File: src/rtl/ovc_pkg.sv
package ovc_pkg;
  typedef enum logic [1:0] {
    SEQ_IDLE  = 2'd0,
    SEQ_DRAIN = 2'd1,
    SEQ_SAVE  = 2'd2
  } seq_e;
endpackage

File: src/rtl/ovc_detect.sv
module ovc_detect #(
  parameter int DATA_W = 16
) (
  input  logic              valid_i,
  input  logic              add_i,
  input  logic              busy_i,
  input  logic [DATA_W-1:0] opa_i,
  input  logic [DATA_W-1:0] opb_i,
  output logic              hit_o
);
  logic carry;
  // a + b wraps exactly when a exceeds (2^W - 1 - b)
  assign carry = opa_i > ~opb_i;
  assign hit_o = valid_i & add_i & carry & ~busy_i;
endmodule

File: src/rtl/ovc_seq.sv
module ovc_seq
  import ovc_pkg::*;
(
  input  logic clk_i,
  input  logic rst_ni,
  input  logic hit_i,
  output logic busy_o,
  output logic save_o
);
  seq_e st_q, st_d;

  always_comb begin
    st_d = st_q;
    unique case (st_q)
      SEQ_IDLE:  if (hit_i) st_d = SEQ_DRAIN;
      SEQ_DRAIN: st_d = SEQ_SAVE;
      SEQ_SAVE:  st_d = SEQ_IDLE;
      default:   st_d = SEQ_IDLE;
    endcase
  end

  always_ff @(posedge clk_i or negedge rst_ni) begin
    if (!rst_ni) st_q <= SEQ_IDLE;
    else         st_q <= st_d;
  end

  assign busy_o = st_q != SEQ_IDLE;
  assign save_o = st_q == SEQ_SAVE;
endmodule

File: src/rtl/ovc_epc.sv
module ovc_epc #(
  parameter int DATA_W = 16
) (
  input  logic              clk_i,
  input  logic              rst_ni,
  input  logic              hit_i,
  input  logic [DATA_W-1:0] pc_i,
  input  logic              sel_i,
  output logic [DATA_W-1:0] epc_o,
  output logic [DATA_W-1:0] rd_o
);
  localparam logic [DATA_W-1:0] ONE = {{(DATA_W-1){1'b0}}, 1'b1};
  logic [DATA_W-1:0] epc_q, ret_q;

  always_ff @(posedge clk_i or negedge rst_ni) begin
    if (!rst_ni) begin
      epc_q <= '0;
      ret_q <= '0;
    end else if (hit_i) begin
      epc_q <= pc_i;
      ret_q <= pc_i + ONE;
    end
  end

  assign epc_o = epc_q;
  assign rd_o  = sel_i ? ret_q : epc_q;
endmodule

File: src/rtl/ovf_exc_ctrl.sv
module ovf_exc_ctrl #(
  parameter int                DATA_W       = 16,
  parameter int                REG_AW       = 4,
  parameter logic [DATA_W-1:0] HANDLER_ADDR = 16'hC000
) (
  input  logic              clk_i,
  input  logic              rst_ni,
  input  logic              ex_valid_i,
  input  logic              ex_add_i,
  input  logic [DATA_W-1:0] ex_opa_i,
  input  logic [DATA_W-1:0] ex_opb_i,
  input  logic [DATA_W-1:0] ex_pc_i,
  input  logic              jr_i,
  input  logic [DATA_W-1:0] jr_addr_i,
  input  logic              wb_we_i,
  input  logic [REG_AW-1:0] wb_addr_i,
  input  logic [DATA_W-1:0] wb_data_i,
  input  logic              cop_sel_i,
  output logic              flush_ifid_o,
  output logic              flush_idex_o,
  output logic              ex_kill_o,
  output logic              pc_redir_o,
  output logic [DATA_W-1:0] pc_target_o,
  output logic              rf_we_o,
  output logic [REG_AW-1:0] rf_addr_o,
  output logic [DATA_W-1:0] rf_data_o,
  output logic [DATA_W-1:0] cop_data_o
);
  localparam logic [REG_AW-1:0] RSV_REG = {REG_AW{1'b1}};

  logic hit, busy, save;
  logic [DATA_W-1:0] epc;

  ovc_detect #(.DATA_W(DATA_W)) u_det (
    .valid_i (ex_valid_i),
    .add_i   (ex_add_i),
    .busy_i  (busy),
    .opa_i   (ex_opa_i),
    .opb_i   (ex_opb_i),
    .hit_o   (hit)
  );

  ovc_seq u_seq (
    .clk_i  (clk_i),
    .rst_ni (rst_ni),
    .hit_i  (hit),
    .busy_o (busy),
    .save_o (save)
  );

  ovc_epc #(.DATA_W(DATA_W)) u_epc (
    .clk_i  (clk_i),
    .rst_ni (rst_ni),
    .hit_i  (hit),
    .pc_i   (ex_pc_i),
    .sel_i  (cop_sel_i),
    .epc_o  (epc),
    .rd_o   (cop_data_o)
  );

  assign flush_ifid_o = hit;
  assign flush_idex_o = hit;
  assign ex_kill_o    = hit;
  assign pc_redir_o   = hit | jr_i;
  assign pc_target_o  = hit ? HANDLER_ADDR : jr_addr_i;

  // the faulting instruction's cancelled writeback slot carries the EPC save
  always_comb begin
    if (save) begin
      rf_we_o   = 1'b1;
      rf_addr_o = RSV_REG;
      rf_data_o = epc;
    end else begin
      rf_we_o   = wb_we_i;
      rf_addr_o = wb_addr_i;
      rf_data_o = wb_data_i;
    end
  end
endmodule

File: config.mk
export PLATFORM = sky130hd
export DESIGN_NAME = ovf_exc_ctrl
export DESIGN_NICKNAME = d
export VERILOG_FILES = /design/src/rtl/ovc_pkg.sv /design/src/rtl/ovc_detect.sv /design/src/rtl/ovc_seq.sv /design/src/rtl/ovc_epc.sv /design/src/rtl/ovf_exc_ctrl.sv
export SDC_FILE = /design/constraint.sdc
export NUM_CORES = 1
export LEC_CHECK = 0
export ABC_CLOCK_PERIOD_IN_PS = 3250
export BUFFER_PORTS_ARGS = -buffer_cell sky130_fd_sc_hd__buf_2
export CAP_MARGIN = 0
export CORE_UTILIZATION = 44
export DETAILED_ROUTE_END_ITERATION = 8
export PLACE_DENSITY = 0.81
export SLEW_MARGIN = 5
export SYNTH_ARGS = -nofsm -noshare
export SYNTH_HDL_FRONTEND = slang
export SYNTH_HIERARCHICAL = 1
export SYNTH_SLANG_ARGS = --single-unit
export TNS_END_PERCENT = 100
File: constraint.sdc
create_clock -name clk_i -period 3.25 [get_ports clk_i]
set_input_delay 0.4875 -clock clk_i [delete_from_list [all_inputs] [get_ports clk_i]]
set_output_delay 0.4875 -clock clk_i [all_outputs]
set_load 0.03 [all_outputs]
# Word level (Yosys, flattened, before mapping)
# Cells that the tools add are included.
# classes
bitwise_logic	6
n_addsub	1
eq_ne	3
order_cmp	1
n_reduce_logical	2
muxes	7
# ops
op	count
16-bit two-way mux	3
16-bit by 1-bit adder with 16-bit output (second input constant)	1
16-bit > comparator	1
16-bit NOT	1
4-bit two-way mux	1
2-bit case mux with 2 select lines	1
1-bit AND	3
2-bit by 1-bit equality test with 1-bit output (second input constant)	1
2-bit equality test (second input constant)	1
2-bit zero test	1
2-bit two-way mux	1
2-bit inequality test (second input constant)	1
2-bit nonzero test	1
1-bit two-way mux	1
1-bit NOT	1
1-bit bitwise OR	1
# totals
in_bits	91
regBits	34
wordCells	23

# Longest topological paths before layout
# Gate-level depths: netlist of run 1.
# logic_depth
word_depth	6
mapped_depth	10
mapped_depth_nobuf	8

# Hierarchy
# Netlist of run 1, hierarchy kept.
# modules_own_cells
mod	n_inst	seq_area_each_um2	area_each_um2	cells_per_inst
ovc_epc	1	800.8	1636.6	146
ovf_exc_ctrl	1	0.0	419.2	43
ovc_detect	1	0.0	370.4	44
ovc_seq	1	50.0	78.8	6

# Worst setup path after synthesis of run 1
# OpenSTA, ideal clock, no wires.
# synth_timing
path_type	input to register
from	input ex_opa_i[1]
to	register u_epc.epc_q[0], in the netlist u_epc/epc_o[0]
cell_stages	8
setup_time_ps	125
t_arrival_ps	2923
slack_ps	202
path_buffers	2
path_cell_list	ha_1 -> nor2b_1 -> o211ai_1 -> a2111oi_2 -> o31a_1 -> clkbuf_1 -> clkbuf_1 -> mux2_2
# synth_between
elab_chain_cells	3
# synth_lines
item	line	text
start: declaration	ovf_exc_ctrl.sv:10	input logic [DATA_W-1:0] ex_opa_i,
16-bit > comparator	ovc_detect.sv:13	assign carry = opa_i > ~opb_i;
1-bit AND (2 in a row)	ovc_detect.sv:14	assign hit_o = valid_i & add_i & carry & ~busy_i;
net ex_kill_o	ovf_exc_ctrl.sv:21	output logic ex_kill_o,
end signal: assignment	ovc_epc.sv:20	epc_q <= pc_i;
end: declaration	ovc_epc.sv:13	logic [DATA_W-1:0] epc_q, ret_q;
# The timed path passes the listed nets, and every way through them passes these cells.
# A chain may end at the register's enable or synchronous reset.

# Final worst setup path of run 1
# layout_timing
from	input ex_opa_i[10]
to	output pc_target_o[14]
# layout_between
elab_chain_cells	4
# layout_lines
item	line	text
16-bit > comparator	ovc_detect.sv:13	
1-bit AND (2 in a row)	ovc_detect.sv:14	
16-bit two-way mux	ovf_exc_ctrl.sv:65	assign pc_target_o = hit ? HANDLER_ADDR : jr_addr_i;
end: declaration	ovf_exc_ctrl.sv:23	output logic [DATA_W-1:0] pc_target_o,
# Every way passes these cells.

==> results.md, run 1 <==
* Antenna violations before repair at 0
* R2R cell count at 5
* Cell Area, Synth at 2500 um2
* DIE WIDTH at 77.5 um
* Crit path required time at roughly 2.8 ns
* Fin nets at slightly below 500
* Total CTS buffers at 5
* Ant diodes at 0
* Overflow after GRT at 0
* Area of the multi-input gates at approximately 1600 um2
* Number of synthesized register bits at 34
* Largest net degree at the start of global routing at 48
* Period minus WS final at between 2 and 3 ns
* Drc violations at 0
* Critical Path AT at 2.34 ns
* DRT Wirelength at just under 6000 um
* Hpwl dp at about 4400 um
* Initial DRC count at 72
* Async S/R FF share, synth at 100%
* Worst-Skew Late Latency at 0.28 ns
* Maximum level of the CTS H-tree at 2
* Full die area at around 6000 um2
* RSZ-0062 raised after global routing: false
* Seq/Total Area, Yosys at around 34%
* Critical-path maximum fanout at 21
* Commonest cells after routing, fill and taps aside: buf_2, mux2_2, dfrtp_1
* Worst reg2reg setup slack at ~0.99 ns
* Status: completed
* RD Place Congestion at 0.799
* Reg2reg end: u_epc/epc_o[9]
* Max Slew Vio Count at 0
* Final setup vio count at 0
* Hold Buf Count CTS at 0
* Port buffer count at about 150
* CP peak stage delay at 0.43 ns
* CTS tree: built
* Max clock buf depth at 2
* Core area at 5510 um2
* Resized Gates After CTS at 0
* Final worst path period share at 87.0%
* Worst IR drop on VDD at 0.398 mV
* Worst clock skew at roughly 0.0037 ns
* Initial Utilization at between 40% and 50%
* Setup Buffers After CTS at 0
* Most used cell, CP: buf_2
* Worst Tran Pin Value at around 0.74 ns
* Setup crit end kind: output pin
* Slowest stage cell, crit path: o31a_2
* Root Driver: clkbuf_8
* Setup TNS Final at 0 ns
* Routed vias at ~2,200
* Sequential cell area at between 800 and 900 um2
* Die Height at just under 80 um
* Critical path class: in2out
* Worst r2r src: u_seq/st_q[1]
* Final hold viol count at 0
* Synth cell types at 40
* Tot GR Track Use at 18.9%
* ANT nets after route at 0
* Worst Setup Start Kind: input port
* Max Cap Viol at 0
* Clock sinks at 34
* DR vias/cell at just under 5
* Max Fclk at roughly 350 MHz
* Hold Path Class: in2async
* First-pass GRT wire length at 9250 um
* Mapped Nets at between 300 and 400
* Final core utilization at about three fifths
* Vias in the first global route at 2,030
* Leading cell type in the layout, fill and taps excluded: buf_2
* Fillers at 483
* Slew headroom at between 50% and 60%
* CP Cell Sequence: buf_2, ha_1, a21oi_2, nand2_1, a221oi_2, nor2_1, o31a_2, or2_1, buf_2
* Top Ports at between 100 and 150
* Synth Instances at about 240
* PwrDens at roughly 510 nW/um2
* Leak at 0.00166 uW
* Layout cells sized above 1 at a little under three fifths
* Site Rows at 27
* Syn Area/Cell at 10.5 um2
* DR WL/cell at approximately 13 um
* Ys Warns at 6
* Area Overhead vs Synth at 33.5%
* Detailed Routing Iterations Pass 1 at 6
* EDFF count, synth at 0
* Clock transition at path regs at 0.07 ns
* Prevailing post-synth register cell: dfrtp_1
[flip-flops by register name, indices dropped and copies added (netlist names)]
register	flops
u_epc/epc_o	16
u_epc/ret_q	16
u_seq/st_q	2
[synthesized netlist by cell type (3+ instances only)]
library cell | number | area (um2)
a21oi_1 | 16 | 80.1
nor2_1 | 16 | 60.1
nand2_1 | 8 | 30.0
mux2_4 | 15 | 225
nand4_1 | 10 | 62.6
nand3_1 | 7 | 35.0
xor2_1 | 7 | 61.3
inv_1 | 5 | 18.8
buf_4 | 3 | 22.5
or2_1 | 4 | 25.0
mux2_2 | 34 | 383
nor4_1 | 3 | 18.8
dfrtp_1 | 34 | 851
clkbuf_1 | 6 | 22.5
nor2b_1 | 16 | 100
or2_2 | 5 | 31.3
buf_6 | 3 | 33.8
ha_1 | 17 | 213
xnor2_1 | 5 | 43.8
[logic make-up after synthesis]
group / synth area share (%)
AO/OA/AOI/OAI: 6.89
AND/OR/NAND/NOR: 17.6
XOR/XNOR: 4.20
buffers and inverters: 4.20
multiplexers: 24.7
adder cells (fa/ha/maj): 8.49
flip-flops: 34.0
[final cells by class]
type,count,share of cell area (%)
Multi-Input combinational cell,186,46.4
Inverter,5,0.561
Clock buffer,7,2.58
Timing Repair Buffer,148,22.2
Tap cell,72,2.69
Clock inverter,1,0.150
Sequential cell,34,25.4
[power by group]
part | internal (uW) | switching (uW) | leakage (uW) | total, uW
Combinational | 316 | 423 | 0.00122 | 739
Clock | 171 | 146 | 0.0000482 | 317
Sequential | 554 | 86.1 | 0.000396 | 640
Total | 1040 | 656 | 0.00166 | 1700
[per-stage QoR]
| step | setup slack, ns | total power, uW | hold WS, ns | cells | area (um2) |
|---|---|---|---|---|---|
| finish | 0.423 | 1700 | 0.269 | 453 | 3340 |
| global route | 0.295 | 1790 | 0.328 | 453 | 3340 |
| CTS | 0.434 | 1710 | 0.294 | 453 | 3340 |
| detailed placement | 0.361 | 1390 | 0.461 | 445 | 3250 |
| global placement | 0.443 | 1370 | 0.442 | 445 | 3250 |
| floorplan | 0.202 | 1170 | 0.192 | 239 | 2500 |
[critical path: cells and delay by family]
kind	cells	cell delay (ns)
buffers and inverters	2	0.28
AOI/OAI and AO/OA	3	0.84
and+or+nand+nor	3	0.41
adders and majority gates	1	0.33
[metal layers]
metal  vias to the layer above  part of all wire (%)  GRT usage (%)
li1                       1138                     -              -
met1                      1009                    45           24.0
met2                        88                    47           32.2
met3                         7                   7.1           4.71
met4                         0                  0.74           3.96
met5                         -                     0              0
[worst max-delay path by stage]
stage                             from              end  slack [ns]  depth (start not counted)
after floorplan            ex_opa_i[1]   u_epc/epc_o[0]        0.20                          8
after global placement     ex_opa_i[7]   u_epc/epc_o[5]        0.44                          7
after detailed placement   ex_opa_i[1]  u_epc/epc_o[12]        0.36                          8
after CTS                 ex_opa_i[10]  pc_target_o[14]        0.43                          9
after global routing      ex_opa_i[10]  pc_target_o[14]        0.30                          9
final                     ex_opa_i[10]  pc_target_o[14]        0.42                          9
Note: power is estimated with default switching activity, not from simulation.
==> run 2, diff against run 1 <==
- ABC_CLOCK_PERIOD_IN_PS: 3250 -> 3700
- CORE_UTILIZATION: 44 -> 48
- PLACE_DENSITY: 0.81 -> 0.87
- clock period: 3.25 -> 3.7 ns (I/O delays scaled with it)
==> results.md, run 2 (same netlist as run 1, synthesis figures left out) <==
* Final setup vio count at 0
* Hold Buf Count CTS at 0
* DR WL/cell at about 14 um
* Port buffer count at roughly 150
* Sw Ratio at between 30% and 40%
* Worst-Skew Late Latency at a little under 0.3 ns
* NetSw at about 580 uW
* Vias in the first global route at 1,985
* Inst Count DP at 440
* Maximum level of the CTS H-tree at 2
* Total CTS buffers at 5
* Slowest stage cell, crit path: o31a_2
* CP Launch Point: ex_opa_i[10]
* Leak at around 0.0017 uW
* PwrDens at 447 nW/um2
* Max Fclk at ~340 MHz
* Setup Buffers After CTS at 0
* Clock transition at path regs at about 0.070 ns
* Detailed Routing Iterations Pass 1 at 4
* Final worst path period share at approximately 80%
* CP Cell Sequence: buf_2, ha_1, a21oi_2, nand2_1, a221oi_2, nor2_1, o31a_2, or2_1, buf_2
* Initial Utilization at 51.3%
* Antenna violations before repair at 0
* Max clock buf depth at 2
* ANT nets after route at 0
* Setup TNS Final at 0 ns
* Worst IR drop on VDD at 0.326 mV
* DR vias/cell at 5.13
* Leading cell type in the layout, fill and taps excluded: buf_2
* Core area at around 4900 um2
* Max Slew Vio Count at 0
* Status: completed
* Initial DRC count at 37
* Buf/Inv on CP at 2
* Slew headroom at 49.6%
* Non-filler instance count after layout at between 400 and 500
* Die Height at ~74 um
* Routed vias at approximately 2,300
* Critical Path AT at between 2 and 2.5 ns
* Int Power at 913 uW
* First-pass GRT wire length at a little over 9000 um
* Layout cells sized above 1 at between 50% and 60%
* Fillers at ~400
* Worst Tran Pin Value at roughly 0.76 ns
* Full die area at ~5500 um2
* Commonest cells after routing, fill and taps aside: buf_2, mux2_2, dfrtp_1
* Resized Gates After CTS at 0
* Period minus WS final at 2.95 ns
* Sequential share of power at a little under two fifths
* Top Ports at 148
* Critical-path maximum fanout at 21
* Crit-path leading delay family: compound AO/OA/AOI/OAI gates
* RD Place Congestion at 0.782
* Gate power share at 43.6%
* Clock share of power at about a fifth
* Worst Setup Start Kind: input port
* Tot GR Track Use at approximately 21%
* DIE WIDTH at 74.2 um
* Largest net degree at the start of global routing at 48
* RSZ-0062 raised after global routing: false
* Worst r2r src: u_seq/st_q[1]
* Fin nets at between 400 and 500
* Crit path required time at roughly 3.1 ns
* Overflow after GRT at 0
* Pwr Total at 1490 uW
* Drc violations at 0
* Site Rows at 25
* Setup crit end kind: output pin
* Ant diodes at 0
* Clock sinks at 34
* CP peak stage delay at roughly 0.43 ns
* Most used cell, CP: buf_2
* Max Cap Viol at 0
* Area Overhead vs Synth at 33.3%
* Critical path class: in2out
* Worst clock skew at approximately 0.0056 ns
* DRT Wirelength at ~6100 um
* Hpwl dp at 4680 um
* Post-route setup slack at roughly 0.75 ns
* Root Driver: clkbuf_8
* Hold Path Class: in2async
* CTS tree: built
* Setup WS pre-CTS at roughly 0.73 ns
* Final hold viol count at 0
[run 2: cell counts in the layout (fill, tap and decap cells not counted)]
Identical to the previous run, type by type.
[run 2: layer usage]
metal	up-vias	share of wire, %	global-route usage [%]
met1	1052	41	26.8
li1	1136	-	-
met5	-	0	0
met3	11	7.9	5.42
met2	100	50	36.4
met4	0	1.3	7.13
[run 2: final timing paths]
path	endpoint	cells after the start	slack, ns
setup / recovery	pc_target_o[14]	9	0.75
hold / removal	u_epc/ret_q[4]	1	0.33
setup reg to reg	u_epc/epc_o[1]	5	1.43
hold reg to reg	u_seq/st_q[0]	1	0.46
max in group asynchronous	u_epc/ret_q[15]	1	2.88
min in group clk_i	u_seq/st_q[0]	1	0.46
[run 2: final cells by class]
class / count / area (um2) / area share, %
Sequential cell: 34 / 851 / 25.5
Multi-Input combinational cell: 186 / 1550 / 46.4
Inverter: 5 / 18.8 / 0.562
Timing Repair Buffer: 148 / 743 / 22.3
Clock buffer: 7 / 86.3 / 2.59
Tap cell: 67 / 83.8 / 2.51
Clock inverter: 1 / 5.00 / 0.150
[run 2: power by group through the flow]
stage	sequential, uW	clock [uW]	combinational (uW)
2_1_floorplan	540	0	487
3_3_place_gp	559	0	637
3_5_place_dp	567	0	653
4_1_cts	560	288	656
5_1_grt	579	301	703
6_report	561	280	652
[run 2: metrics by stage]
stage	hold slack (ns)	instance area, um2	utilization (%)
final	0.329	3340	68.4
after global placement	0.441	3250	66.5
after CTS	0.347	3340	68.4
after floorplan	0.259	2500	-
after detailed placement	0.466	3250	66.5
after global routing	0.389	3340	68.4
